File: config.mk
export PLATFORM = sky130hd
export DESIGN_NAME = can_busoff_recovery
export DESIGN_NICKNAME = d
export VERILOG_FILES = /design/src/rtl/can_bor_pkg.sv /design/src/rtl/bor_run_cnt.sv /design/src/rtl/bor_tec_cnt.sv /design/src/rtl/can_busoff_recovery.sv
export SDC_FILE = /design/constraint.sdc
export NUM_CORES = 1
export LEC_CHECK = 0
export BUFFER_PORTS_ARGS = -buffer_cell sky130_fd_sc_hd__buf_2
export CORE_ASPECT_RATIO = 1.1
export CORE_UTILIZATION = 35
export DETAILED_ROUTE_END_ITERATION = 10
export PLACE_DENSITY_LB_ADDON = 0.1
export SETUP_SLACK_MARGIN = 0.15
export SLEW_MARGIN = 20
export SYNTH_ARGS = -nofsm -noshare
export SYNTH_HDL_FRONTEND = slang
export SYNTH_SLANG_ARGS = --single-unit
export TNS_END_PERCENT = 20
File: constraint.sdc
create_clock -name clk -period 2.8 [get_ports clk]
set_input_delay 0.42 -clock clk [delete_from_list [all_inputs] [get_ports clk]]
set_output_delay 0.42 -clock clk [all_outputs]
set_load 0.01 [all_outputs]
File: src/rtl/can_bor_pkg.sv
package can_bor_pkg;
    typedef enum logic [1:0] {
        FC_ACTIVE  = 2'b00,
        FC_PASSIVE = 2'b01,
        FC_BUSOFF  = 2'b10
    } fc_state_t;
endpackage

File: src/rtl/bor_run_cnt.sv
module bor_run_cnt #(
    parameter int RUN_LEN = 11
) (
    input  logic                       clk,
    input  logic                       rst,
    input  logic                       clr,
    input  logic                       en,
    input  logic                       stb,
    input  logic                       lvl,
    output logic [$clog2(RUN_LEN)-1:0] run,
    output logic                       wrap
);
    localparam int RUN_W = $clog2(RUN_LEN);
    localparam logic [RUN_W-1:0] LAST = RUN_W'(RUN_LEN - 1);

    logic [RUN_W-1:0] run_q;

    assign wrap = en && stb && lvl && (run_q == LAST);
    assign run  = run_q;

    always_ff @(posedge clk) begin
        if (rst || clr) begin
            run_q <= '0;
        end else if (en && stb) begin
            if (!lvl || wrap) run_q <= '0;
            else              run_q <= run_q + 1'b1;
        end
    end
endmodule

File: src/rtl/bor_tec_cnt.sv
module bor_tec_cnt #(
    parameter int TEC_W     = 9,
    parameter int TEC_LIMIT = 128
) (
    input  logic             clk,
    input  logic             rst,
    input  logic             clr,
    input  logic             inc,
    output logic [TEC_W-1:0] tec,
    output logic             full
);
    localparam logic [TEC_W-1:0] LIM = TEC_W'(TEC_LIMIT);

    logic [TEC_W-1:0] tec_q;

    assign tec  = tec_q;
    assign full = (tec_q == LIM);

    always_ff @(posedge clk) begin
        if (rst || clr)         tec_q <= '0;
        else if (inc && !full)  tec_q <= tec_q + 1'b1;
    end
endmodule

File: src/rtl/can_busoff_recovery.sv
module can_busoff_recovery
    import can_bor_pkg::*;
#(
    parameter int RUN_LEN   = 11,
    parameter int TEC_LIMIT = 128,
    parameter int TEC_W     = 9
) (
    input  logic             clk,
    input  logic             rst,
    input  logic             bit_stb,
    input  logic             bit_rcv,
    input  logic             boff_enter,
    output logic [1:0]       fc_state,
    output logic [TEC_W-1:0] tec_cnt,
    output logic [TEC_W-1:0] rec_cnt,
    output logic             recov_done
);
    localparam int RUN_W = $clog2(RUN_LEN);

    fc_state_t        state_q, state_d;
    logic             done_q;
    logic             tec_full;
    logic             run_wrap;
    logic             count_en;
    logic             leave;
    logic             cnt_clr;
    logic [RUN_W-1:0] run_cnt;

    // Counting runs only while bus-off and short of the limit.
    assign count_en = (state_q == FC_BUSOFF) && !tec_full;
    assign leave    = (state_q == FC_BUSOFF) && tec_full && !boff_enter;
    assign cnt_clr  = boff_enter || leave;

    bor_run_cnt #(.RUN_LEN(RUN_LEN)) u_run (
        .clk  (clk),
        .rst  (rst),
        .clr  (cnt_clr),
        .en   (count_en),
        .stb  (bit_stb),
        .lvl  (bit_rcv),
        .run  (run_cnt),
        .wrap (run_wrap)
    );

    bor_tec_cnt #(.TEC_W(TEC_W), .TEC_LIMIT(TEC_LIMIT)) u_tec (
        .clk  (clk),
        .rst  (rst),
        .clr  (cnt_clr),
        .inc  (run_wrap),
        .tec  (tec_cnt),
        .full (tec_full)
    );

    // Next-state logic
    always_comb begin
        state_d = state_q;
        unique case (state_q)
            FC_ACTIVE:  if (boff_enter) state_d = FC_BUSOFF;
            FC_PASSIVE: if (boff_enter) state_d = FC_BUSOFF;
            FC_BUSOFF:  if (leave)      state_d = FC_ACTIVE;
            default:                    state_d = FC_ACTIVE;
        endcase
    end

    // State register
    always_ff @(posedge clk) begin
        if (rst) state_q <= FC_ACTIVE;
        else     state_q <= state_d;
    end

    // Output register
    always_ff @(posedge clk) begin
        if (rst) done_q <= 1'b0;
        else     done_q <= leave;
    end

    assign fc_state   = state_q;
    assign recov_done = done_q;
    assign rec_cnt    = '0;
endmodule

==> summary.txt, run 1 <==
Outcome
  • Outcome: finished clean

STA
  • Tcrit/Tclk final: 0.663
  • Worst-Margin Slew: 0.606 ns
  • Sum Neg Setup Slack: 0 ns
  • Final slew viol count: 0
  • PnR worst setup slack: approximately 0.94 ns
  • Setup violations, final: 0
  • Clock skew: between 0.01 and 0.015 ns
  • Post-route minimum period: 1.86 ns
  • Slew margin rel.: 0.595
  • RSZ-0062 raised after global routing: false
  • Fmax: around 540 MHz
  • Final Hold Vio Count: 0

Layout
  • Area Growth Syn to Fin: 10.5%
  • ANT cells: 0
  • Commonest non-fill, non-tap cells in the layout: dfxtp_1 (15), buf_2 (15), nor2_1 (12)
  • Nets: 127
  • Share of cells above drive strength 1: 0.179

Worst setup path
  • Reg2reg path depth: 5
  • CP max stage delay: ~0.63 ns
  • Crit path DAT: 2.06 ns
  • Crit path launch type: flop
  • Worst path buffer plus inverter count: 1
  • Crit-path max FO: 14
  • Delay-heaviest family, CP: simple AND/OR/NAND/NOR gates
  • Critical-path top delay cell: or4_1
  • CP Capture Type: flop
  • Critical path depth: 5
  • Setup CP Type: reg -> reg
  • Worst Path Required: 3.00 ns
  • Crit-path cells: inv_1, ha_1, nand4b_1, or4_1, a21oi_1

Routing
  • Routed WL: roughly 1.6 mm
  • Via/cell ratio: between 4 and 5
  • Via count: ~700
  • Avg WL per Cell: approximately 11 um
  • Residual DRC: 0
  • Routed Antenna Nets: 0
  • Initial drt markers: 3
  • Detailed Routing Iterations Pass 1: 4

Yosys
  • Syn avg cell area: 8.29 um2
  • Post-synthesis register bit count: 15
  • Yosys cell types: 22
  • Cell count after synthesis: between 100 and 150
  • Post-synth top area share: 0.359
  • Yosys top cell by area: dfxtp_1
  • Top cells by area, synth: dfxtp_1 (36%), buf_4 (9.0%), xnor2_1 (7.3%)
  • Post-Syn Area: 837 um2
  • Sequential share of the synthesized area: 0.359
  • YS warnings: 0

Pwr
  • Lkg Pwr: 0.344 nW
  • Pwr dens: about 390 mW/mm2
  • Maximum vdd drop: ~0.24 mV
  • Final total power: 0.000362 W

GRT
  • Largest net degree at the start of global routing: 15
  • Number of antenna violations at the first check in global routing: 0
  • First-pass GRT wire length: 2.70 mm
  • All-Layer GR Usage: 0.138
  • Total congestion overflow: 0
  • Vias in the first global route: between 600 and 700

CTS
  • Clock Tree Root: clkbuf_4
  • CTS H-tree depth: 1
  • Clk buf depth: 2
  • Number of sinks on the clock net: 15
  • Setup bufs post-CTS: 0
  • Gates resized, CTS repair: 0
  • CTS tree: built
  • CTS Buf Count: 3
  • Clk slew on worst S/H paths: roughly 0.090 ns
  • Hold-fix buffers, CTS: 0
  • Worst-Skew Late Latency: 0.28 ns

Place
  • RD Place Congestion: about 0.7
  • PortBufs: 15
  • DP HPWL: 1.17 mm
  • DP Worst Slack: 0.943 ns

Die
  • Core area: about 0.0023 mm2
  • Die width: 48.6 um
  • Die Y: between 50 and 60 um
  • Row count: 18
  • Initial Util: 0.372
  • IO Count: 26
  • Full die area: between 0.002 and 0.003 mm2

Job
  • Max-Cap Viols: 0

Hold path
  • Worst Hold Class: in -> reg
  • Worst hold path depth: 2
-- sequential cells by signal, summed over array words and instances, names as in the netlist --
register and cells:
fc_state 1, recov_done 1, u_run.run 4, u_tec.tec 9
-- worst register-to-register path, delay by kind of cell (launching register included) --
kind | cells | cell delay (ns)
and+or+nand+nor | 2 | 1.08
buffers and inverters | 1 | 0.08
DFF | 1 | 0.34
AOI/OAI and AO/OA | 1 | 0.14
adders and majority gates | 1 | 0.14
-- cells by family after synthesis --
| kind of cell | synth area share |
|---|---|
| AND/OR/NAND/NOR | 0.274 |
| AO/OA/AOI/OAI | 0.106 |
| other | 0.00448 |
| buffers and inverters | 0.124 |
| adder cells (fa/ha/maj) | 0.0598 |
| XOR/XNOR | 0.0732 |
| flip-flops | 0.359 |
-- layout make-up --
| class | count | area (um2) |
|---|---|---|
| Tap cell | 30 | 37.5 |
| Inverter | 5 | 18.8 |
| Timing Repair Buffer | 15 | 75.1 |
| Fill cell | 249 | 1330 |
| Multi-Input combinational cell | 78 | 467 |
| Sequential cell | 15 | 300 |
| Clock buffer | 4 | 26.3 |
-- synthesized netlist by cell type, drive strengths merged --
master / instances
nor4b: 2
o21ai: 2
a21oi: 7
inv: 5
or4: 2
conb: 1
nand2: 10
o31ai: 1
dfxtp: 15
a211oi: 2
nor4: 4
a21o: 1
nand4: 3
buf: 12
xnor2: 7
a31oi: 1
nor2: 12
nand3: 7
nor3: 1
ha: 4
nand4b: 2
-- routing by layer --
| layer | wire, um | vias to the layer above | track usage |
|---|---|---|---|
| li1 | - | 364 | - |
| met1 | 781 | 311 | 0.164 |
| met2 | 695 | 21 | 0.236 |
| met3 | 84 | 2 | 0.0374 |
| met4 | 16 | 0 | 0.0588 |
| met5 | 0 | - | 0 |
-- power breakdown --
part | total [W] | internal, W | switching (W)
registers | 0.000216 | 0.000214 | 0.00000199
clock network | 0.000123 | 0.0000552 | 0.0000675
logic | 0.0000228 | 0.00000592 | 0.0000169
total | 0.000362 | 0.000276 | 0.0000864
-- metrics by stage --
stage	instances	hold WS [ns]	util	area (um2)
6_report	147	0.304	0.411	925
5_1_grt	147	0.289	0.411	925
4_1_cts	147	0.294	0.411	925
3_5_place_dp	143	0.485	0.399	898
3_3_place_gp	143	0.478	0.399	898
2_1_floorplan	110	0.462	-	871
-- path summary, 6_finish.rpt --
kind	from	endpoint	slack, ns
worst max-delay path	u_run.run[0]	u_tec.tec[3]	0.94
worst min-delay path	rst	fc_state[1]	0.30
worst max register to register	u_run.run[0]	u_tec.tec[3]	0.94
worst min register to register	u_run.run[0]	u_run.run[0]	0.50
No activity file was read; power rests on OpenSTA's default activity.
==> run 2: changes to the inputs <==
Clock period 2.8 ns to 1.5 ns, I/O delays scaled along.
==> summary.txt, run 2 (same netlist as run 1, synthesis figures left out) <==
STA
  • Final slew viol count: 0 (unchanged)
  • Clock skew: 0.0112 ns (was 0.0108 ns)
  • RSZ-0062 raised after global routing: true (was false)
  • PnR worst setup slack: 0.0215 ns (was 0.944 ns)
  • Final Hold Vio Count: 0 (unchanged)
  • Fmax: 676 MHz (was 539 MHz)
  • Sum Neg Setup Slack: 0 ns (unchanged)
  • Post-route minimum period: 1.48 ns (was 1.86 ns)
  • Setup violations, final: 0 (unchanged)
  • Tcrit/Tclk final: 0.986 (was 0.663)

Worst setup path
  • Crit-path cells: inv_2, ha_4, nor4b_4, a21o_4, or4_4, a31oi_1 (was inv_1, ha_1, nand4b_1, or4_1, a21oi_1)
  • Crit path launch type: flop (unchanged)
  • Delay-heaviest family, CP: simple AND/OR/NAND/NOR gates (unchanged)
  • Worst Path Required: 1.73 ns (was 3.00 ns)
  • CP Capture Type: flop (unchanged)
  • Crit-path max FO: 5 (was 14)
  • Worst path buffer plus inverter count: 1 (unchanged)
  • Setup CP Type: reg -> reg (unchanged)
  • Crit path DAT: 1.71 ns (was 2.06 ns)
  • CP max stage delay: 0.40 ns (was 0.63 ns)
  • Critical path origin: u_tec.tec[1] (was u_run.run[0])
  • RR Startpoint: u_tec.tec[1] (was u_run.run[0])
  • Critical-path top delay cell: or4_4 (was or4_1)

Pwr
  • Lkg Pwr: 0.521 nW (was 0.344 nW)
  • Final total power: 0.000707 W (was 0.000362 W)
  • Seq pwr share: 0.565 (was 0.598)
  • Pwr dens: 590 mW/mm2 (was 391 mW/mm2)
  • Int Pwr: 0.000518 W (was 0.000276 W)
  • Logic pwr share: 0.085 (was 0.063)
  • Maximum vdd drop: 0.429 mV (was 0.239 mV)
  • Sw Share: 0.268 (was 0.239)
  • Sw Pwr: 0.000189 W (was 0.0000864 W)
  • Clock Power Share: 0.350 (was 0.339)

Die
  • Die Y: 53.3 um (unchanged)
  • Initial Util: 0.372 (unchanged)
  • Die width: 48.6 um (unchanged)
  • Full die area: 0.00259 mm2 (unchanged)
  • Row count: 18 (unchanged)
  • Core area: 0.00225 mm2 (unchanged)
  • IO Count: 26 (unchanged)

Routing
  • Initial drt markers: 7 (was 3)
  • Via/cell ratio: 4.80 (was 4.75)
  • Routed WL: 1.93 mm (was 1.58 mm)
  • Routed Antenna Nets: 0 (unchanged)
  • Via count: 796 (was 698)
  • Residual DRC: 0 (unchanged)
  • Avg WL per Cell: 11.6 um (was 10.7 um)
  • Detailed Routing Iterations Pass 1: 4 (unchanged)

Place
  • DP HPWL: 1.37 mm (was 1.17 mm)
  • PortBufs: 15 (unchanged)
  • Area of placed instances: 0.00106 mm2 (was 898 um2)
  • DP Worst Slack: -0.0269 ns (was 0.943 ns)
  • RD Place Congestion: 0.760 (was 0.718)

CTS
  • CTS tree: built (unchanged)
  • Clock Tree Root: clkbuf_4 (unchanged)
  • Clk slew on worst S/H paths: 0.11 ns (was 0.09 ns)
  • CTS Buf Count: 3 (unchanged)
  • Clk buf depth: 2 (unchanged)
  • Hold-fix buffers, CTS: 0 (unchanged)
  • Worst-Skew Late Latency: 0.30 ns (was 0.28 ns)
  • Number of sinks on the clock net: 15 (unchanged)
  • CTS H-tree depth: 1 (unchanged)

Job
  • Max-Cap Viols: 0 (unchanged)

GRT
  • Largest net degree at the start of global routing: 14 (was 15)
  • All-Layer GR Usage: 0.152 (was 0.138)
  • Number of antenna violations at the first check in global routing: 0 (unchanged)
  • Vias in the first global route: 680 (was 623)
  • First-pass GRT wire length: 2.96 mm (was 2.70 mm)
  • Total congestion overflow: 0 (unchanged)

Layout
  • Nets: 146 (was 127)
  • Max reg flops: 9 (unchanged)
  • Final Util: 0.532 (was 0.411)
  • ANT cells: 0 (unchanged)
  • Share of cells above drive strength 1: 0.441 (was 0.179)
  • Cell area after layout: 0.00120 mm2 (was 925 um2)
  • Area Growth Syn to Fin: 43.2% (was 10.5%)
  • Most common cell after layout, fill and taps aside: buf_4
  • Commonest non-fill, non-tap cells in the layout: buf_4 (17), buf_2 (15), nor2_1 (12), dfxtp_1 (12), conb_1 (10) (was dfxtp_1 (15), buf_2 (15), nor2_1 (12))

Hold path
  • Hold Crit Start: rst (unchanged)
  • Worst Hold Class: in -> reg (unchanged)

Outcome
  • Outcome: finished clean (unchanged)
run 2: changes by cell type in the layout (fill, tap and decap cells not counted), moves of 2 or more:
cell,change
inv_2,+3
nand3_1,-2
dfxtp_4,+2
nor4_1,-4
or4_1,-2
a21oi_1,-2
nand3_2,+2
inv_1,-3
or4_4,+2
buf_4,+17
a21oi_2,+2
nor4_4,+3
dfxtp_1,-3
run 2: final timing paths:
check                 end  slack (ns)  depth (start not counted)
max          u_run.run[3]        0.02                          6
max reg2reg  u_run.run[3]        0.02                          6
min reg2reg  u_run.run[2]        0.52                          2
min           fc_state[1]        0.09                          2
run 2: power by group through the flow:
stage	Combinational (W)	Clock, W	Sequential (W)
5_1_grt	0.0000673	0.000266	0.000400
6_report	0.0000599	0.000248	0.000399
4_1_cts	0.0000573	0.000255	0.000399
2_1_floorplan	0.0000477	0	0.000410
3_3_place_gp	0.0000559	0	0.000408
3_5_place_dp	0.0000569	0	0.000408
run 2: what timing repair did:
action                     in CTS  in global routing
setup endpoints to repair      13                 14
hold endpoints to repair        0                  0
pin swaps                       3                  3
gates resized for setup         4                 15
buffers inserted                1                  1
run 2: layer usage:
| layer | global-route usage | up-vias | routed length [um] |
|---|---|---|---|
| met5 | 0 | - | 0 |
| met2 | 0.273 | 18 | 939 |
| met1 | 0.175 | 373 | 896 |
| met4 | 0.0882 | 0 | 29 |
| met3 | 0.0172 | 4 | 61 |
| li1 | - | 401 | - |
run 2: stage by stage:
stage / instances / hold slack [ns]
after floorplan: 110 / 0.297
after global placement: 160 / 0.400
final: 166 / 0.0906
after CTS: 165 / 0.0871
after global routing: 166 / 0.109
after detailed placement: 160 / 0.411
run 2: cell type report:
type,instances,area (um2)
Clock buffer,3,22.5
Clock inverter,1,5.00
Fill cell,222,1050
Inverter,5,18.8
Multi-Input combinational cell,78,572
Sequential cell,15,309
Tap cell,30,37.5
Timing Repair Buffer,34,234
